===== config.mk =====
export PLATFORM = sky130hd
export DESIGN_NAME = rxstat_ctrl
export DESIGN_NICKNAME = d
export VERILOG_FILES = /design/src/rtl/rxs_pkg.sv /design/src/rtl/rxs_buffer.sv /design/src/rtl/rxs_flags.sv /design/src/rtl/rxs_irq.sv /design/src/rtl/rxstat_ctrl.sv
export SDC_FILE = /design/constraint.sdc
export NUM_CORES = 1
export LEC_CHECK = 0
export BUFFER_PORTS_ARGS = -buffer_cell sky130_fd_sc_hd__buf_4
export CAP_MARGIN = 10
export CORE_MARGIN = 2
export CORE_UTILIZATION = 40
export CTS_CLUSTER_DIAMETER = 40
export DETAILED_ROUTE_END_ITERATION = 10
export GPL_ROUTABILITY_DRIVEN = 0
export GPL_TIMING_DRIVEN = 0
export PLACE_DENSITY = 0.74
export SYNTH_ARGS = -nofsm -noshare
export SYNTH_HDL_FRONTEND = slang
export SYNTH_SLANG_ARGS = --single-unit

===== constraint.sdc =====
create_clock -name clk -period 1 [get_ports clk]
set_input_delay 0.05 -clock clk [delete_from_list [all_inputs] [get_ports clk]]
set_output_delay 0.05 -clock clk [all_outputs]
set_load 0.005 [all_outputs]

===== src/rtl/rxs_pkg.sv =====
package rxs_pkg;
   // Status byte; field order is the register bit order (bit 7 first)
   typedef struct packed {
      logic bf;    // buffer full
      logic oe;    // overrun
      logic pe;    // parity error
      logic fe;    // frame error
      logic fsb;   // sync found / break
      logic mcip;  // match or character in progress
      logic ss;    // sync strip enable
      logic re;    // receiver enable
   } rxs_stat_t;

   localparam int STAT_W = $bits(rxs_stat_t);
   localparam int CTL_W  = 2;
endpackage


===== src/rtl/rxs_buffer.sv =====
module rxs_buffer #(
   parameter int DATA_W = 8,
   parameter int LEN_W  = 2
) (
   input  logic              clk,
   input  logic              rst_n,
   input  logic              load,
   input  logic [DATA_W-1:0] din,
   input  logic [LEN_W-1:0]  len_sel,
   output logic [DATA_W-1:0] q
);
   localparam int CNT_W = $clog2(DATA_W + 1);

   logic [CNT_W-1:0]  keep;
   logic [DATA_W-1:0] trimmed;

   assign keep = CNT_W'(DATA_W) - CNT_W'(len_sel);

   for (genvar i = 0; i < DATA_W; i++) begin : g_trim
      assign trimmed[i] = (CNT_W'(i) < keep) ? din[i] : 1'b0;
   end

   always_ff @(posedge clk or negedge rst_n) begin
      if (!rst_n)    q <= '0;
      else if (load) q <= trimmed;
   end
endmodule


===== src/rtl/rxs_flags.sv =====
module rxs_flags
   import rxs_pkg::*;
(
   input  logic             clk,
   input  logic             rst_n,
   input  logic             rx_valid,
   input  logic             rx_perr,
   input  logic             rx_ferr,
   input  logic             rx_sfb,
   input  logic             rx_match,
   input  logic             rx_brk,
   input  logic             rx_busy,
   input  logic             async_mode,
   input  logic             rd_data,
   input  logic             rd_stat,
   input  logic             wr_stat,
   input  logic [CTL_W-1:0] wr_ctl,
   output logic             load,
   output logic             set_full,
   output logic             set_err,
   output logic             asm_ok,
   output rxs_stat_t        stat
);
   logic bf, oe, pe, fe, fsb, ss, re, match_q;
   logic ovr_pend, brk_pend;
   logic accept, ovr_evt, brk_evt, drain, word_bad;

   assign asm_ok   = re & ~oe;
   assign accept   = rx_valid & asm_ok;
   assign load     = accept & ~bf;
   assign ovr_evt  = accept & bf;
   assign brk_evt  = rx_brk & re;
   assign drain    = rd_data & bf;
   assign word_bad = rx_perr | rx_ferr | rx_sfb;

   assign set_full = load & ~word_bad;
   assign set_err  = (load & word_bad) | (brk_evt & ~bf) |
                     (drain & (ovr_pend | brk_pend));

   always_ff @(posedge clk or negedge rst_n) begin
      if (!rst_n) begin
         bf <= 1'b0; oe <= 1'b0; pe <= 1'b0; fe <= 1'b0; fsb <= 1'b0;
         ss <= 1'b0; re <= 1'b0; match_q <= 1'b0;
         ovr_pend <= 1'b0; brk_pend <= 1'b0;
      end else begin
         if (wr_stat) begin
            re <= wr_ctl[0];
            ss <= wr_ctl[1];
         end
         if (load) begin
            bf      <= 1'b1;
            pe      <= rx_perr;
            fe      <= rx_ferr;
            fsb     <= rx_sfb;
            match_q <= rx_match;
         end
         if (ovr_evt)         ovr_pend <= 1'b1;
         if (brk_evt &&  bf)  brk_pend <= 1'b1;
         if (brk_evt && !bf)  fsb      <= 1'b1;
         if (drain) begin
            bf       <= 1'b0;
            ovr_pend <= 1'b0;
            brk_pend <= 1'b0;
            if (ovr_pend) oe  <= 1'b1;
            if (brk_pend) fsb <= 1'b1;
         end
         if (rd_stat) oe <= 1'b0;
      end
   end

   always_comb begin
      stat.bf   = bf;
      stat.oe   = oe;
      stat.pe   = pe;
      stat.fe   = fe;
      stat.fsb  = fsb;
      stat.mcip = async_mode ? rx_busy : match_q;
      stat.ss   = ss;
      stat.re   = re;
   end
endmodule


===== src/rtl/rxs_irq.sv =====
module rxs_irq (
   input  logic clk,
   input  logic rst_n,
   input  logic set_full,
   input  logic set_err,
   input  logic rd_data,
   input  logic rd_stat,
   input  logic full_ie,
   input  logic err_ie,
   output logic irq_full,
   output logic irq_err
);
   logic full_req, err_req;

   always_ff @(posedge clk or negedge rst_n) begin
      if (!rst_n) begin
         full_req <= 1'b0;
         err_req  <= 1'b0;
      end else begin
         if (set_full)     full_req <= 1'b1;
         else if (rd_data) full_req <= 1'b0;
         if (set_err)      err_req  <= 1'b1;
         else if (rd_stat) err_req  <= 1'b0;
      end
   end

   // error requests fall back to the buffer-full line when masked
   assign irq_err  = err_ie & err_req;
   assign irq_full = full_ie & (full_req | (err_req & ~err_ie));
endmodule


===== src/rtl/rxstat_ctrl.sv =====
module rxstat_ctrl
   import rxs_pkg::*;
#(
   parameter int DATA_W = 8,
   parameter int LEN_W  = 2
) (
   input  logic              clk,
   input  logic              rst_n,
   input  logic              rx_valid,
   input  logic [DATA_W-1:0] rx_data,
   input  logic              rx_perr,
   input  logic              rx_ferr,
   input  logic              rx_sfb,
   input  logic              rx_match,
   input  logic              rx_brk,
   input  logic              rx_busy,
   input  logic              async_mode,
   input  logic [LEN_W-1:0]  len_sel,
   input  logic              rd_data,
   input  logic              rd_stat,
   input  logic              wr_stat,
   input  logic [1:0]        wr_ctl,
   input  logic              full_ie,
   input  logic              err_ie,
   output logic [DATA_W-1:0] buf_data,
   output logic [7:0]        stat_byte,
   output logic              irq_full,
   output logic              irq_err,
   output logic              asm_en
);
   localparam int MIN_KEEP = DATA_W - (2**LEN_W - 1);

   if (LEN_W < 1 || LEN_W > 3) begin : g_bad_len
      $error("rxstat_ctrl: LEN_W must be 1..3");
   end
   if (MIN_KEEP < 1 || DATA_W > 16) begin : g_bad_width
      $error("rxstat_ctrl: DATA_W too small for LEN_W or above 16");
   end
   if (STAT_W != 8) begin : g_bad_stat
      $error("rxstat_ctrl: status byte must be 8 bits");
   end

   logic      load, set_full, set_err, asm_ok;
   rxs_stat_t stat;

   rxs_buffer #(.DATA_W(DATA_W), .LEN_W(LEN_W)) u_buf (
      .clk(clk), .rst_n(rst_n), .load(load), .din(rx_data),
      .len_sel(len_sel), .q(buf_data)
   );

   rxs_flags u_flags (
      .clk(clk), .rst_n(rst_n), .rx_valid(rx_valid), .rx_perr(rx_perr),
      .rx_ferr(rx_ferr), .rx_sfb(rx_sfb), .rx_match(rx_match),
      .rx_brk(rx_brk), .rx_busy(rx_busy), .async_mode(async_mode),
      .rd_data(rd_data), .rd_stat(rd_stat), .wr_stat(wr_stat),
      .wr_ctl(wr_ctl), .load(load), .set_full(set_full),
      .set_err(set_err), .asm_ok(asm_ok), .stat(stat)
   );

   rxs_irq u_irq (
      .clk(clk), .rst_n(rst_n), .set_full(set_full), .set_err(set_err),
      .rd_data(rd_data), .rd_stat(rd_stat), .full_ie(full_ie),
      .err_ie(err_ie), .irq_full(irq_full), .irq_err(irq_err)
   );

   assign stat_byte = stat;
   assign asm_en    = asm_ok;
endmodule


==> impl_metrics.env, run 1 <==
export IMPL_status="finished, violations left"
export IMPL_violations="negative setup slack"
export IMPL_fin_crit_sh=1.20
export IMPL_crit_slowest_cell="dfrtp_1"
export IMPL_vias=945
export IMPL_die_area_mm2=0.00275
export IMPL_start_kind="register"
export IMPL_die_h_um=52.4
export IMPL_cp_cell_sequence="buf_6 -> and4bb_4 -> buf_6 -> nand3_2 -> nand2_1"
export IMPL_h_tree_depth=1
export IMPL_pin_count=46
export IMPL_drv_cap=0
export IMPL_p_sw_frac=0.295
export IMPL_antennaDiodeCount=0
export IMPL_wirelength_um=2590
export IMPL_hold_path_class="in2reg"
export IMPL_first_iter_violations=8
export IMPL_rsz0062_at_grt="true"
export IMPL_period_needed_ns=1.20
export IMPL_critPathCaptureType="register"
export IMPL_max_stage_delay_ns=0.41
export IMPL_reg2reg_depth=5
export IMPL_ys_seq_elements=20
export IMPL_pwr_share_comb=0.407
export IMPL_critPathKind="reg2reg"
export IMPL_io_buffers=45
export IMPL_synth_fp_nets=120
export IMPL_max_slew_margin_rel=0.829
export IMPL_clock_path_buffers=2
export IMPL_r2r_start="u_flags.bf"
export IMPL_grt_remaining_overflow=0
export IMPL_critPathMaxFanout=6
export IMPL_grt_pass1_wl_um=3770
export IMPL_powerDensity_mw_per_mm2=1540
export IMPL_endpoint="u_buf.q[5]"
export IMPL_cts_tree="yes"
export IMPL_ant_nets=0
export IMPL_rows=17
export IMPL_fmax_mhz=833
export IMPL_rr_endpoint="u_buf.q[5]"
export IMPL_ys_seq_area_frac=0.533
export IMPL_first_pass_iters=4
export IMPL_track_usage=0.184
export IMPL_synth_area_leaders="dfrtp_1, nand2_1, buf_4"
export IMPL_clkTransAtPathRegs_ns=0.11
export IMPL_synthCells=93
export IMPL_cts_buffers_inserted=3
export IMPL_ys_warn_count=0
export IMPL_crit_required_ns=1.24
export IMPL_synth_top_area_frac=0.533
export IMPL_p_sw_uw=752
export IMPL_drive_above_1_share=0.524
export IMPL_coreArea_mm2=0.00221
export IMPL_grt_pass1_vias=910
export IMPL_antenna_found_initial=0
export IMPL_clkPwrFrac=0.148
export IMPL_setup_ws_ns=-0.201
export IMPL_hold_violations=0
export IMPL_wl_per_cell_um=13.3
export IMPL_clk_latency_ns=0.29
export IMPL_clock_root_buffer="clkbuf_4"
export IMPL_yosysUniqueCellTypes=24
export IMPL_fin_util=0.748
export IMPL_ir_drop_uv=1290
export IMPL_die_w_um=52.4
export IMPL_hold_slack_ns=0.00211
export IMPL_cp_common_cell="buf_6"
export IMPL_p_int_uw=1800
export IMPL_final_max_slew_viol_count=0
export IMPL_synth_top_area_cell="dfrtp_1"
export IMPL_clock_sinks=20
export IMPL_viasPerCell=4.87
export IMPL_drc=0
export IMPL_critPathArrivalTime_ns=1.44
export IMPL_place_hpwl_um=1610
export IMPL_p_leak_uw=0.000845
export IMPL_skew_ns=0.00639
export IMPL_p_seq_frac=0.445
export IMPL_start_util=0.424
export IMPL_ff2ff_setup_slack_ns=-0.20
export IMPL_grt_max_degree=21
export IMPL_tightest_slew_ns=0.256
export IMPL_netlist_area_um2=938
export IMPL_final_nets=195
export IMPL_crit_start="u_flags.bf"
export IMPL_dp_slack_ns=-0.200
export IMPL_area_growth_pct=76.4
export IMPL_syn_avg_cell_area_um2=10.1
export IMPL_setup_viol=22
## through the flow
stage          std cells  TNS, ns  cell area (um2)  total power (uW)
2_1_floorplan         93   -0.999              952              1520
3_3_place_gp         166    -1.95             1330              1930
3_5_place_dp         166    -2.25             1330              1960
4_1_cts              191    -2.98             1570              2450
5_1_grt              194    -4.18             1660              2710
6_report             194    -3.04             1660              2550
## synth_stat cells
cell	instances
and4bb_4	1
a31oi_1	4
and3_1	1
o31ai_1	1
buf_2	1
and2_1	1
mux2_2	3
nand3_2	2
nand3b_1	1
a32oi_1	1
nor2_1	2
buf_6	2
nand2_1	33
nand2b_1	1
nand3_1	2
a21oi_1	2
dfrtp_1	20
o21a_1	1
inv_1	2
nand4bb_4	1
o21ai_1	1
o41ai_1	1
nor2b_1	2
buf_4	7
## worst min-delay path by stage
stage	to	startpoint	slack, ns	depth (start not counted)
2_1_floorplan	u_buf.q[0]	rst_n	-0.25	0
3_3_place_gp	u_flags.re	rst_n	-0.06	1
3_5_place_dp	u_flags.re	rst_n	-0.06	1
4_1_cts	u_flags.re	wr_stat	0.006	2
5_1_grt	u_flags.re	wr_stat	-0.0003	2
6_report	u_flags.re	wr_stat	0.002	2
## cell usage in the layout (no fill, tap or decap), drive strengths merged
cell	count
clkbuf	3
mux2	3
o21a	1
and2	1
buf	63
nand3	4
nand4bb	1
o31ai	1
and3	1
nor2b	2
dfrtp	20
a32oi	1
nand3b	1
nor2	2
a31oi	4
nand2	33
o41ai	1
o21ai	1
inv	2
nand2b	1
and4bb	1
dlygate4sd3	17
a21oi	2
## critical path, delay by kind of cell, from the launching register on
family                 cells  cell delay, ns
and+or+nand+nor            3            0.47
DFF                        1            0.41
buffers and inverters      2            0.26
## power groups by stage
| stage | Combinational [uW] | Sequential [uW] | Clock (uW) |
|---|---|---|---|
| floorplan | 392 | 1130 | 0 |
| global placement | 795 | 1140 | 0 |
| detailed placement | 822 | 1140 | 0 |
| CTS | 948 | 1130 | 373 |
| global route | 1140 | 1160 | 412 |
| finish | 1040 | 1140 | 376 |
## area by class of cell
| type | count | area [um2] |
|---|---|---|
| clock buffer | 3 | 22.5 |
| fill | 161 | 557 |
| inverter | 2 | 7.51 |
| timing repair buffer | 74 | 621 |
| sequential | 20 | 502 |
| buffer | 6 | 63.8 |
| multi-input combinational | 61 | 404 |
| tap | 28 | 35.0 |
## cells by family after synthesis
kind of cell | after synthesis | share of synthesized area
buf+inv | 12 | 0.0933
mux | 3 | 0.0360
simple gates | 47 | 0.260
compound gates | 11 | 0.0773
flops | 20 | 0.533
## metal layers
layer / vias up / GRT usage / routed length [um]
met5: - / 0 / 0
met4: 0 / 0.0385 / 29
met3: 4 / 0.0400 / 154
met2: 36 / 0.340 / 1380
met1: 457 / 0.216 / 1020
li1: 448 / - / -
## state kept, by name, indices dropped and copies added (netlist names)
register	count
u_flags.ovr_pend	1
u_irq.full_req	1
u_flags.fe	1
u_flags.brk_pend	1
u_flags.pe	1
u_buf.q	8
u_flags.re	1
u_flags.match_q	1
u_flags.oe	1
u_flags.bf	1
u_irq.err_req	1
u_flags.fsb	1
u_flags.ss	1
## repair_timing
item / 4_1_cts / 5_1_grt
setup endpoints to repair: 23 / 27
gates resized for setup: 7 / 16
buffers inserted: 4 / 7
hold endpoints to repair: 38 / 0
pin swaps: 1 / 9
hold buffers: 17 / 0
gates cloned: 1 / 0
No activity file was read; power rests on OpenSTA's default activity.
==> run 2: changes to the inputs <==
- CORE_UTILIZATION: 40 -> 42
- CTS_BUF_LIST: unset -> sky130_fd_sc_hd__clkbuf_4
- PLACE_DENSITY: 0.74 -> 0.77
- SLEW_MARGIN: unset -> 40
==> run 2 against run 1 <==
- the flow still finishes with violations (negative setup slack)
- first-iteration DRC count rose by 63%
- via count fell by 2.0%
- cell count rose by 1.0%
- clock skew rose by 0.0018 ns
- design area rose by 4.4%
- critical path type unchanged
- global-route usage rose by 1.9 points
- register-to-register slack barely moved
- largest power group unchanged
- worst hold slack improved by 0.0012 ns
- total power rose by 15%
- non-clock buffer count rose by 1
- clock power rose by 77%
- maximum frequency fell by 0.67%
==> impl_metrics.env, run 2 (synthesis gave the netlist of run 1 again) <==
export IMPL_status="finished, violations left"
export IMPL_violations="negative setup slack"
export IMPL_p_seq_frac=0.395
export IMPL_clock_path_buffers=2
export IMPL_clock_root_buffer="clkbuf_4"
export IMPL_start_kind="register"
export IMPL_pin_count=46
export IMPL_place_hpwl_um=1490
export IMPL_grt_pass1_vias=920
export IMPL_place_area_mm2=0.00133
export IMPL_antennaDiodeCount=0
export IMPL_drv_cap=0
export IMPL_p_leak_uw=0.000866
export IMPL_track_usage=0.203
export IMPL_clkPwrFrac=0.227
export IMPL_fin_crit_sh=1.21
export IMPL_drive_above_1_share=0.548
export IMPL_die_area_mm2=0.00263
export IMPL_first_iter_violations=13
export IMPL_crit_required_ns=1.21
export IMPL_cts_tree="yes"
export IMPL_min_delay_start="wr_stat"
export IMPL_critPathMaxFanout=7
export IMPL_first_pass_iters=4
export IMPL_area_growth_pct=84.1
export IMPL_io_buffers=45
export IMPL_rsz0062_at_grt="true"
export IMPL_clk_latency_ns=0.30
export IMPL_ir_drop_uv=1480
export IMPL_grt_pass1_wl_um=4030
export IMPL_ant_nets=0
export IMPL_clkTransAtPathRegs_ns=0.12
export IMPL_hold_path_class="in2reg"
export IMPL_tightest_slew_ns=0.249
export IMPL_setup_viol=22
export IMPL_vias=926
export IMPL_fin_setup_tns_ns=-3.23
export IMPL_whs_path_depth=2
export IMPL_critPathKind="reg2reg"
export IMPL_powerDensity_mw_per_mm2=1700
export IMPL_p_int_uw=2120
export IMPL_r2r_start="u_flags.bf"
export IMPL_rr_endpoint="u_irq.full_req"
export IMPL_p_sw_frac=0.277
export IMPL_skew_ns=0.00816
export IMPL_hold_path_end="u_flags.re"
export IMPL_die_w_um=51.3
export IMPL_pwr_share_comb=0.378
export IMPL_wl_per_cell_um=13.3
export IMPL_post_route_cell_area_mm2=0.00173
export IMPL_grt_remaining_overflow=0
export IMPL_viasPerCell=4.72
export IMPL_grt_max_degree=21
export IMPL_fmax_mhz=827
export IMPL_antenna_found_initial=0
export IMPL_critPathArrivalTime_ns=1.42
export IMPL_top_register="u_buf.q"
export IMPL_reg2reg_depth=3
export IMPL_clock_sinks=20
export IMPL_ff2ff_setup_slack_ns=-0.21
export IMPL_coreArea_mm2=0.00217
export IMPL_hold_slack_ns=0.00335
export IMPL_start_util=0.433
export IMPL_die_h_um=51.3
export IMPL_power_uw=2940
export IMPL_rows=17
export IMPL_critPathCaptureType="register"
export IMPL_setup_ws_ns=-0.209
export IMPL_p_sw_uw=813
export IMPL_layout_cells_most_common="buf_4"
export IMPL_final_nets=196
export IMPL_largest_reg_flops=8
export IMPL_final_cell_mix="buf_4, nand2_1, dlygate4sd3_1"
export IMPL_final_max_slew_viol_count=0
export IMPL_h_tree_depth=1
export IMPL_cts_buffers_inserted=3
export IMPL_fin_util=0.796
export IMPL_wirelength_um=2600
export IMPL_hold_violations=0
export IMPL_period_needed_ns=1.21
export IMPL_max_slew_margin_rel=0.834
export IMPL_drc=0
==> run 2: cell types whose count changed in the layout (fill, tap and decap cells not counted), moves of 2 or more <==
cell           previous run  this run
buf_4                    52        45
dlygate4sd3_1            17        19
nand2_1                  26        21
nand2_2                   7        12
buf_6                    11        17
==> run 2: how the worst max path moves through the flow <==
stage          cells after the start  slack, ns              to       start
2_1_floorplan                      5      -0.11      u_buf.q[7]  u_flags.bf
3_3_place_gp                       5      -0.18      u_buf.q[7]  u_flags.bf
3_5_place_dp                       5      -0.20      u_buf.q[5]  u_flags.bf
4_1_cts                            5      -0.19      u_buf.q[5]  u_flags.bf
5_1_grt                            5      -0.26      u_buf.q[1]  u_flags.bf
6_report                           3      -0.21  u_irq.full_req  u_flags.bf
==> run 2: worst max-delay path: stages (launching register included) <==
cell and delay [ns]:
dfrtp_1 0.41, buf_6 0.14, nand4bb_4 0.28, o41ai_2 0.30
==> run 2: area by class of cell <==
class | instances | area [um2]
clock buffers | 3 | 22.5
plain buffers | 8 | 90.1
repair buffers | 73 | 629
clock inverters | 1 | 30.0
well taps | 28 | 35.0
flip-flops and latches | 20 | 503
inverters | 2 | 7.51
fillers | 132 | 442
multi-input cells | 61 | 410
==> run 2: per-stage QoR <==
stage	setup WS, ns	std cells
after floorplan	-0.113	93
after global placement	-0.179	166
after detailed placement	-0.198	166
after CTS	-0.192	194
after global routing	-0.261	196
final	-0.209	196
==> run 2: layer usage <==
metal	wire length [um]	up-vias	global-route usage
li1	-	453	-
met1	1060	430	0.246
met2	1350	39	0.372
met3	156	4	0.0497
met4	34	0	0.0263
met5	0	-	0
==> run 2: what timing repair did <==
action | in CTS | in global routing
hold buffers | 19 | 0
resized for setup | 13 | 23
endpoints found under the setup margin | 25 | 26
pin swaps | 2 | 15
endpoints found under the hold margin | 40 | 0
setup buffers | 3 | 4
cloned | 2 | 0
==> run 2: power by group through the flow <==
stage               clock network [uW]  registers (uW)  logic [uW]
global placement                     0            1130         796
finish                             667            1160        1110
detailed placement                   0            1140         822
CTS                                674            1130         980
floorplan                            0            1130         392
global route                       704            1180        1220
